File: src/rtl/uart_rx_linestat.sv
module uart_rx_linestat #(
  parameter int DATA_W = 8,
  parameter int DEPTH  = 64
) (
  input  logic              clk,
  input  logic              rst_n,
  input  logic              rx_valid,
  input  logic [DATA_W-1:0] rx_data,
  input  logic              rx_perr,
  input  logic              fifo_en,
  input  logic              rxfifo_clr,
  input  logic              rbr_rd,
  output logic [DATA_W-1:0] rbr_data,
  input  logic              lsr_rd,
  output logic [7:0]        lsr
);
  localparam int AW = $clog2(DEPTH);
  localparam logic [AW:0] FULL_N = (AW+1)'(DEPTH);

  logic [DATA_W:0]   mem [DEPTH];
  logic [AW-1:0]     wr_ptr, rd_ptr;
  logic [AW:0]       count, err_cnt;
  logic [DATA_W-1:0] last_q;
  logic              fifo_en_q, oe_q, ack_q;

  logic              flush, empty, full, pop, ovr_evt, push, head_tag, push_tag, pop_tag;
  logic [AW:0]       cap;

  assign flush    = rxfifo_clr | (fifo_en != fifo_en_q);
  assign empty    = (count == '0);
  assign cap      = fifo_en ? FULL_N : (AW+1)'(1);
  assign full     = (count == cap);
  assign pop      = rbr_rd & ~empty & ~flush;
  assign ovr_evt  = rx_valid & ~flush & full & ~pop;
  assign push     = rx_valid & ~flush & ~ovr_evt;
  assign head_tag = mem[rd_ptr][DATA_W];
  assign push_tag = push & rx_perr;
  assign pop_tag  = pop & head_tag;

  assign rbr_data = empty ? last_q : mem[rd_ptr][DATA_W-1:0];
  assign lsr = {fifo_en_q & (err_cnt != '0), 2'b11, 2'b00,
                ~empty & head_tag & ~ack_q, oe_q, ~empty};

  always_ff @(posedge clk) begin
    if (push) mem[wr_ptr] <= {rx_perr, rx_data};
  end

  always_ff @(posedge clk) begin
    if (!rst_n) begin
      wr_ptr    <= '0;
      rd_ptr    <= '0;
      count     <= '0;
      err_cnt   <= '0;
      last_q    <= '0;
      fifo_en_q <= 1'b0;
      oe_q      <= 1'b0;
      ack_q     <= 1'b0;
    end else begin
      fifo_en_q <= fifo_en;
      oe_q      <= (oe_q & ~lsr_rd) | ovr_evt;
      if (flush) begin
        wr_ptr  <= '0;
        rd_ptr  <= '0;
        count   <= '0;
        err_cnt <= '0;
        ack_q   <= 1'b0;
      end else begin
        if (push) wr_ptr <= wr_ptr + 1'b1;
        if (pop) begin
          rd_ptr <= rd_ptr + 1'b1;
          last_q <= mem[rd_ptr][DATA_W-1:0];
        end
        count   <= count + {{AW{1'b0}}, push} - {{AW{1'b0}}, pop};
        err_cnt <= err_cnt + {{AW{1'b0}}, push_tag} - {{AW{1'b0}}, pop_tag};
        if (pop)                 ack_q <= 1'b0;
        else if (lsr_rd & ~empty) ack_q <= 1'b1;
      end
    end
  end

  assert_count_bound_R3: assert property (@(posedge clk) disable iff (!rst_n)
    count <= FULL_N);
  assert_drop_keeps_R3: assert property (@(posedge clk) disable iff (!rst_n)
    (rx_valid && !flush && full && !rbr_rd) |=> (oe_q && $stable(count)));
  assert_single_slot_R4: assert property (@(posedge clk) disable iff (!rst_n)
    (!fifo_en && !fifo_en_q) |=> count <= (AW+1)'(1));
  assert_set_wins_R6: assert property (@(posedge clk) disable iff (!rst_n)
    (ovr_evt && lsr_rd) |=> lsr[1]);
  assert_clr_empties_R7: assert property (@(posedge clk) disable iff (!rst_n)
    rxfifo_clr |=> (count == '0 && !lsr[0]));
  assert_clr_keeps_oe_R7: assert property (@(posedge clk) disable iff (!rst_n)
    (rxfifo_clr && oe_q && !lsr_rd) |=> lsr[1]);
  assert_empty_read_R8: assert property (@(posedge clk) disable iff (!rst_n)
    (rbr_rd && empty && !rx_valid && !flush) |=> $stable(rbr_data));
  assert_toggle_flush_R10: assert property (@(posedge clk) disable iff (!rst_n)
    (fifo_en != fifo_en_q) |=> empty);
endmodule

File: config.mk
export PLATFORM = sky130hd
export DESIGN_NAME = uart_rx_linestat
export DESIGN_NICKNAME = d
export VERILOG_FILES = /design/src/rtl/uart_rx_linestat.sv
export SDC_FILE = /design/constraint.sdc
export NUM_CORES = 1
export LEC_CHECK = 0
export ABC_AREA = 1
export BUFFER_PORTS_ARGS = -buffer_cell sky130_fd_sc_hd__buf_2
export CAP_MARGIN = 20
export CORE_MARGIN = 4
export CORE_UTILIZATION = 55
export CTS_CLUSTER_DIAMETER = 40
export CTS_CLUSTER_SIZE = 28
export DETAILED_ROUTE_END_ITERATION = 10
export GPL_TIMING_DRIVEN = 0
export PLACE_DENSITY = 0.74
export SLEW_MARGIN = 30
export SYNTH_ARGS = -nofsm -noshare
export SYNTH_HDL_FRONTEND = slang
export SYNTH_SLANG_ARGS = --single-unit
export TNS_END_PERCENT = 50
File: constraint.sdc
create_clock -name clk -period 4.75 [get_ports clk]
set_clock_uncertainty 0.1 [all_clocks]
set_input_delay 0.7125 -clock clk [delete_from_list [all_inputs] [get_ports clk]]
set_output_delay 0.7125 -clock clk [all_outputs]
set_load 0.02 [all_outputs]
## Word-level counts from Yosys, hierarchy flattened

Memory sizes are Yosys's and may differ from the RTL's. A register that Yosys moved wholly into a read port is not among the register bits.
Cells that the tools add are included.

- Memories kept: 1
- Bits in writable memories: 576
- Output and inout bits: 16
- Register bits after elaboration: 37
- Bits of input ports: 16
- Logic and storage cells: 50

- Add/subtract/negate cells: 6
- Muxes and demuxes: 6
- Reduce and logical (&&, ||, !) cells: 5
- Bitwise operators: 22
- Equality and inequality tests: 2

Memory list:

| memory | depth | width | rd ports | clocked after memory_dff | wr ports | line | RTL |
|---|---|---|---|---|---|---|---|
| mem | 64 | 9 | 1 | 1 | 1 | 20 | `logic [DATA_W:0] mem [DEPTH];` |

Operators by type and width:

| operator | count |
|---|---|
| $add 7x1->7 | 2 |
| $sub 7x1->7 | 2 |
| $and 1x1->1 | 13 |
| $add 6x1->6 const B | 2 |
| $mux 6 | 2 |
| $mux 8 | 1 |
| $eq 7x7->1 | 1 |
| $logic_not 7->1 | 1 |
| $mux 7 | 1 |
| $not 1->1 | 7 |
| $reduce_bool 7->1 | 1 |
| $reduce_or 3->1 | 1 |
| $mux 1 | 2 |
| $or 1x1->1 | 2 |
| $reduce_and 2->1 | 1 |
| $reduce_or 2->1 | 1 |
| $ne 1x1->1 | 1 |

## Longest topological paths before layout

Gate-level depths: netlist (run 1).

- Depth in word-level cells: 11
- Mapped depth: 25
- Depth with buffers taken out: 22

## Least setup slack after synthesis (run 1)

OpenSTA, ideal clock, no wires.

- Kind: in2reg
- From: in fifo_en
- To: reg err_cnt[6]
- Path slack: 1.498 ns
- Data arrival time: 3.030 ns
- Path buffers: 1
- Stages on the path: 20
- Setup time: 0.122 ns
- Required time: 4.528 ns
- Cells stage by stage: a21oi_1 > o21ai_0 > nor2_1 > nand2_2 > inv_2 > buf_6 > nand2_1 > ha_1 > inv_1 > ha_1 > inv_1 > fa_1 > nor2_1 > o21bai_1 > nand2_1 > nand2_1 > nand2_1 > a21oi_1 > o21ai_0 > a21oi_1

- Word-level cells in the longest chain between the ends: 11
- Elaborated cells between the ends (all ways): 17
- Classes of those cells: add/sub (2); eq/ne (2); mux (1); bitwise (11); reduce/logical (1)

Ends and longest elaborated chain:

| item | line | RTL |
|---|---|---|
| from (decl) | 10 | `input logic fifo_en,` |
| $ne 1x1->1 | 29 | `assign flush = rxfifo_clr \| (fifo_en != fifo_en_q);` |
| $or 1x1->1 | 29 |  |
| $not 1->1 | 33, 34, 35 |  |
| $and 1x1->1 (on tied branches) | 34, 35, 33 |  |
| $and 1x1->1 / $not 1->1 (equally long branches) | 34 | `assign ovr_evt = rx_valid & ~flush & full & ~pop;` |
| $and 1x1->1 | 34 |  |
| $not 1->1 | 35 | `assign push = rx_valid & ~flush & ~ovr_evt;` |
| $and 1x1->1 | 35 |  |
| $and 1x1->1 | 37 | `assign push_tag = push & rx_perr;` |
| $add 7x1->7 | 74 | `err_cnt <= err_cnt + {{AW{1'b0}}, push_tag} - {{AW{1'b0}}, pop_tag};` |
| $sub 7x1->7 | 74 |  |
| to (signal assigned) | 74 |  |
| to (decl) | 22 | `logic [AW:0] count, err_cnt;` |

Parallel ways exist; a longest one is shown, timed or not.
A chain may end at the register's enable or synchronous reset.

==> qor.yml, run 1 <==
outcome:
  outcome: "completed"
timing:
  fin_crit_sh: 0.906
  grt_setup_unrepaired: "no"
  tns_ns: 0
  setup_viol: 0
  layout_min_cycle_time_ns: 4.30
  slew_headroom: 0.327
  tightest_slew_ns: 1.01
  drv_slew: 0
  hold_viol: 0
  fin_ws_ns: 0.447
  clock.fmax_ghz: 0.232
placement:
  post-place-ws_ns: 0.612
  dpl.hpwl_um: 48800
  io_buffers: 27
  place_congestion: 1.18
grt:
  antenna_found_initial: 3
  globalRouteOverflowTotal: 0
  grt.total_usage: 0.297
  grt_first_pass_wirelength_um: 111000
  grt_pass1_vias: 17800
  grt_max_degree: 66
die:
  initial_core_util: 0.556
  die_h_um: 225
  ios: 32
  fp.dieArea_um2: 50600
  rows: 79
  dieWidth_um: 225
  coreArea_um2: 46600
drt:
  wirelength_um: 75500
  via_per_inst: 6.08
  drc: 0
  dr.pass1.iters: 8
  wl_per_cell_um: 24.4
  drtAntennaViolNets: 0
  vias: 18800
  drtIter0Drc: 3117
synthesis:
  synth_area_leaders: "edfxtp_1, nand2_1, nand3_1"
  postSynthAreaPerCell_um2: 11.2
  synth-edff-count: 576
  syn-instance-count: 2312
  synth_top_area_share: 0.668
  yosysTopAreaCell: "edfxtp_1"
  yosysSeqAreaShare: 0.701
  yosysUniqueCellTypes: 33
  synthFlopType: "edfxtp_1"
  synth.ff_latch_count: 619
  synth_most_common_cell: "nand2_1"
  ys_warn_count: 0
  netlist_area_um2: 25900
  netlist_top_cells_count: "nand2_1, edfxtp_1, nand3_1, nor2_1, inv_1"
  async_flop_share: 0
clock_network:
  cts_sinks: 619
  clock_latency_ns: 0.62
  ctsResizeCount: 0
  cts_root_buffer: "clkbuf_16"
  cts-htree-levels: 3
  numCtsBuffers: 78
  hold_buffers: 0
  post-cts-setup-buffer-count: 0
  clkSlewWorstSetupHoldPaths_ns: 0.05
  clockBufferDepth: 3
  tritoncts: "built"
worst_setup_path:
  slowest_delay_ns: 0.52
  path_max_fanout: 10
  worstSetupPathType: "flip-flop to flip-flop"
  end_kind: "flip-flop"
  crit_slowest_cell: "clkbuf_1"
  critical_path_arrival_ns: 4.70
  path_cells: "buf_2, inv_2, clkbuf_1, nand3_1, nand2_1, nand2_1, nand3_1, nand3_1, a21oi_1, ha_1, inv_1, ha_1, inv_1, fa_1, nor2_1, o21bai_1, nand2_1, nand2_1, nand2_1, a21oi_1, o21ai_0, a21oi_1"
  cp-start-kind: "flip-flop"
  crit_top_cell: "nand2_1"
  critPathRequiredTime_ns: 5.14
finish:
  n_antenna_cell: 0
  final_nets: 2459
  drive_gt1_frac: 0.130
  area_growth_pct: 14.4
pwr:
  p_leak_nw: 10.9
  ir_drop_mv: 0.380
  powerDensity_nw_per_um2: 411
hold_path:
  hp-class: "input pin to flip-flop"
job:
  drv_cap: 0
-- logic make-up (layout without fill, tap and decap cells) --
kind of cell | Yosys count | in the layout | synth area share
AND/OR/NAND/NOR | 1425 | 1425 | 0.236
flip-flops | 619 | 619 | 0.701
buffers and inverters | 196 | 369 | 0.0416
AO/OA/AOI/OAI | 47 | 47 | 0.00942
adder cells (fa/ha/maj) | 21 | 21 | 0.0107
other | 2 | 4 | 0.000290
XOR/XNOR | 2 | 2 | 0.000677
-- where the power goes --
group	leakage [nW]	switching, W	internal [W]	total [W]
clock network	1.29	0.00248	0.00354	0.00601
registers	5.52	0.00000217	0.00596	0.00596
logic	4.04	0.000155	0.0000294	0.000184
total	10.9	0.00263	0.00953	0.0122
-- path summary, 6_finish.rpt --
kind	startpoint	to	slack (ns)	cells past startpoint
worst max-delay path	flip-flop	err_cnt[6]$_SDFF_PP0_	0.45	22
worst min-delay path	rst_n	fifo_en_q$_SDFF_PN0_	0.21	3
worst max register to register	flip-flop	err_cnt[6]$_SDFF_PP0_	0.45	22
worst min register to register	rd_ptr[5]$_SDFFE_PP0N_	flip-flop	0.36	2
-- layout make-up --
cell class	count	area, um2
Multi-Input combinational cell	1499	6780
Timing Repair Buffer	28	165
Clock buffer	91	2090
Inverter	65	251
Tap cell	607	759
Clock inverter	54	577
Fill cell	3441	16900
Sequential cell	619	18200
Buffer	131	826
-- registers in the layout, indices dropped and copies added, names as in the netlist, named ones only --
name and cells:
fifo_en_q 1, last_q 8, count 7, wr_ptr 6, ack_q 1, oe_q 1, mem 576, rd_ptr 6
err_cnt 7
-- through the flow --
stage                     hold WS, ns  total power, W  instances  instance area, um2   util
after floorplan                 0.336         0.00613       2314               25900      -
after global placement          0.356         0.00625       2948               26800  0.576
after detailed placement        0.365         0.00626       2949               26900  0.578
after CTS                       0.198          0.0122       3094               29600  0.636
after global routing            0.256          0.0124       3094               29600  0.636
final                           0.214          0.0122       3094               29600  0.636
-- placed cells by master, fill, tap and decap left out, types with 11 or more instances in the layout --
master and n:
a21oi_1 29, buf_1 11, buf_2 72, buf_4 34, buf_6 22, clkbuf_1 26, clkbuf_16 81, dfxtp_1 43
edfxtp_1 576, ha_1 19, inv_1 56, inv_6 11, inv_8 13, nand2_1 800, nand3_1 506, nor2_1 55
nor2_2 41, o21ai_0 15
-- per-layer routing --
| metal | up-vias | track usage | routed length, um |
|---|---|---|---|
| li1 | 8263 | - | - |
| met1 | 8886 | 0.391 | 27100 |
| met2 | 1340 | 0.457 | 33900 |
| met3 | 315 | 0.0841 | 9520 |
| met4 | 6 | 0.152 | 4890 |
| met5 | - | 0 | 57 |
-- critical path, delay by kind of cell, from the launching register on --
kind            cells  cell delay [ns]
simple gates        9             1.11
fa+ha+maj           3             0.82
compound gates      5             0.59
flops               1             0.29
buf+inv             5             1.26
Note: power is estimated with default switching activity, not from simulation.
==> run 2, diff against run 1 <==
--- a/config.mk
+++ b/config.mk
@@ -11,10 +11,9 @@
 export CORE_MARGIN = 4
 export CORE_UTILIZATION = 55
 export CTS_CLUSTER_DIAMETER = 40
-export CTS_CLUSTER_SIZE = 28
 export DETAILED_ROUTE_END_ITERATION = 10
 export GPL_TIMING_DRIVEN = 0
-export PLACE_DENSITY = 0.74
+export PLACE_DENSITY_LB_ADDON = 0.25
 export SLEW_MARGIN = 30
 export SYNTH_ARGS = -nofsm -noshare
 export SYNTH_HDL_FRONTEND = slang
==> run 2 against run 1 <==
Cell area up 0.14%; combinational power about the same; count of clock-buffer cells in the layout is 3 lower; largest cell class unchanged.
==> qor.yml, run 2 (synthesized netlist as in run 1, its figures left out) <==
clock_network:
  hold_buffers: 0
  post-cts-setup-buffer-count: 0
  cts_root_buffer: "clkbuf_16"
  clock_latency_ns: 0.63
  numCtsBuffers: 77
  cts-htree-levels: 3
  clkSlewWorstSetupHoldPaths_ns: 0.05
  clockBufferDepth: 3
  cts_sinks: 619
  tritoncts: "built"
  ctsResizeCount: 0
worst_setup_path:
  path_max_fanout: 10
  path_cells: "buf_2, inv_2, clkbuf_1, nand3_1, nand2_1, nand2_1, nand3_1, nand3_1, a21oi_1, ha_1, inv_1, ha_1, inv_1, fa_1, nor2_1, o21bai_1, nand2_1, nand2_1, nand2_1, a21oi_1, o21ai_0, a21oi_1"
  worstSetupPathType: "flip-flop to flip-flop"
  slowest_delay_ns: 0.54
  cp-start-kind: "flip-flop"
  critPathRequiredTime_ns: 5.14
  end_kind: "flip-flop"
  crit_slowest_cell: "clkbuf_1"
  critical_path_arrival_ns: 4.61
  crit_top_cell: "nand2_1"
grt:
  globalRouteOverflowTotal: 0
  grt_pass1_vias: 17200
  grt.total_usage: 0.307
  grt_first_pass_wirelength_um: 113000
  grt_max_degree: 66
  antenna_found_initial: 1
timing:
  tightest_slew_ns: 1.07
  hold_viol: 0
  clock.fmax_ghz: 0.237
  setup_viol: 0
  grt_setup_unrepaired: "no"
  drv_slew: 0
  tns_ns: 0
  fin_crit_sh: 0.889
  layout_min_cycle_time_ns: 4.22
  slew_headroom: 0.287
die:
  ios: 32
  initial_core_util: 0.556
  dieWidth_um: 225
  die_h_um: 225
  fp.dieArea_um2: 50600
  rows: 79
  coreArea_um2: 46600
finish:
  top_regs: "mem x576, last_q x8"
  drive_gt1_frac: 0.130
  finalInstanceArea_um2: 29700
  most-common-layout-cells: "nand2_1, edfxtp_1, nand3_1, clkbuf_16, buf_2"
  final_common_cell: "nand2_1"
  n_antenna_cell: 0
  largest_register_ffs: 576
  post-route-util: 0.637
  area_growth_pct: 14.5
  num-fill-cells: 3512
  top_register: "mem"
  final_nets: 2460
drt:
  wirelength_um: 77900
  drc: 0
  dr.pass1.iters: 5
  vias: 18400
  wl_per_cell_um: 25.2
  drtAntennaViolNets: 0
  via_per_inst: 5.95
  drtIter0Drc: 2509
placement:
  place_area_um2: 26900
  dpl.hpwl_um: 52400
  io_buffers: 27
  place_congestion: 0.960
hold_path:
  hp-class: "input pin to flip-flop"
outcome:
  outcome: "completed"
job:
  drv_cap: 0
pwr:
  p_leak_nw: 10.9
  ir_drop_mv: 0.323
  powerDensity_nw_per_um2: 413
run 2: worst max-delay path, delay by kind of cell, from the launching register on:
kind                       cells  cell delay (ns)
buffers and inverters          5             1.28
and+or+nand+nor                9             1.04
adders and majority gates      3             0.82
AOI/OAI and AO/OA              5             0.56
DFF                            1             0.29
run 2: path summary, 6_finish.rpt:
kind | depth (start not counted) | start | slack [ns] | endpoint
setup reg to reg | 22 | flip-flop | 0.53 | err_cnt[6]$_SDFF_PP0_
hold reg to reg | 2 | oe_q$_SDFF_PN0_ | 0.36 | oe_q$_SDFF_PN0_
setup / recovery | 22 | flip-flop | 0.53 | err_cnt[6]$_SDFF_PP0_
hold / removal | 3 | rst_n | 0.21 | fifo_en_q$_SDFF_PN0_
run 2: layer usage:
| layer | wire length (um) | global-route usage | vias up |
|---|---|---|---|
| li1 | - | - | 8258 |
| met1 | 29200 | 0.414 | 8798 |
| met2 | 35900 | 0.479 | 1123 |
| met3 | 8540 | 0.0634 | 202 |
| met4 | 4220 | 0.154 | 6 |
| met5 | 47 | 0 | - |
run 2: power by group:
| part | switching, W | internal [W] |
|---|---|---|
| Sequential | 0.00000228 | 0.00596 |
| Combinational | 0.000150 | 0.0000311 |
| Clock | 0.00234 | 0.00375 |
| Total | 0.00250 | 0.00974 |
run 2: cell type report:
cell class                      count  area (um2)  share of cell area
Clock buffer                       88        2010              0.0678
Buffer                            131         826              0.0279
Tap cell                          607         759              0.0256
Timing Repair Buffer               30         193             0.00650
Inverter                           65         251             0.00848
Multi-Input combinational cell   1499        6800               0.229
Clock inverter                     52         654              0.0221
Sequential cell                   619       18200               0.612
run 2: metrics by stage:
| stage | setup slack, ns | cells | total power [W] | hold WS [ns] |
|---|---|---|---|---|
| floorplan | 1.50 | 2314 | 0.00613 | 0.336 |
| global placement | 0.754 | 2948 | 0.00625 | 0.355 |
| detailed placement | 0.715 | 2951 | 0.00626 | 0.359 |
| CTS | 0.695 | 3091 | 0.0123 | 0.200 |
| global route | 0.339 | 3091 | 0.0125 | 0.216 |
| finish | 0.526 | 3091 | 0.0122 | 0.215 |
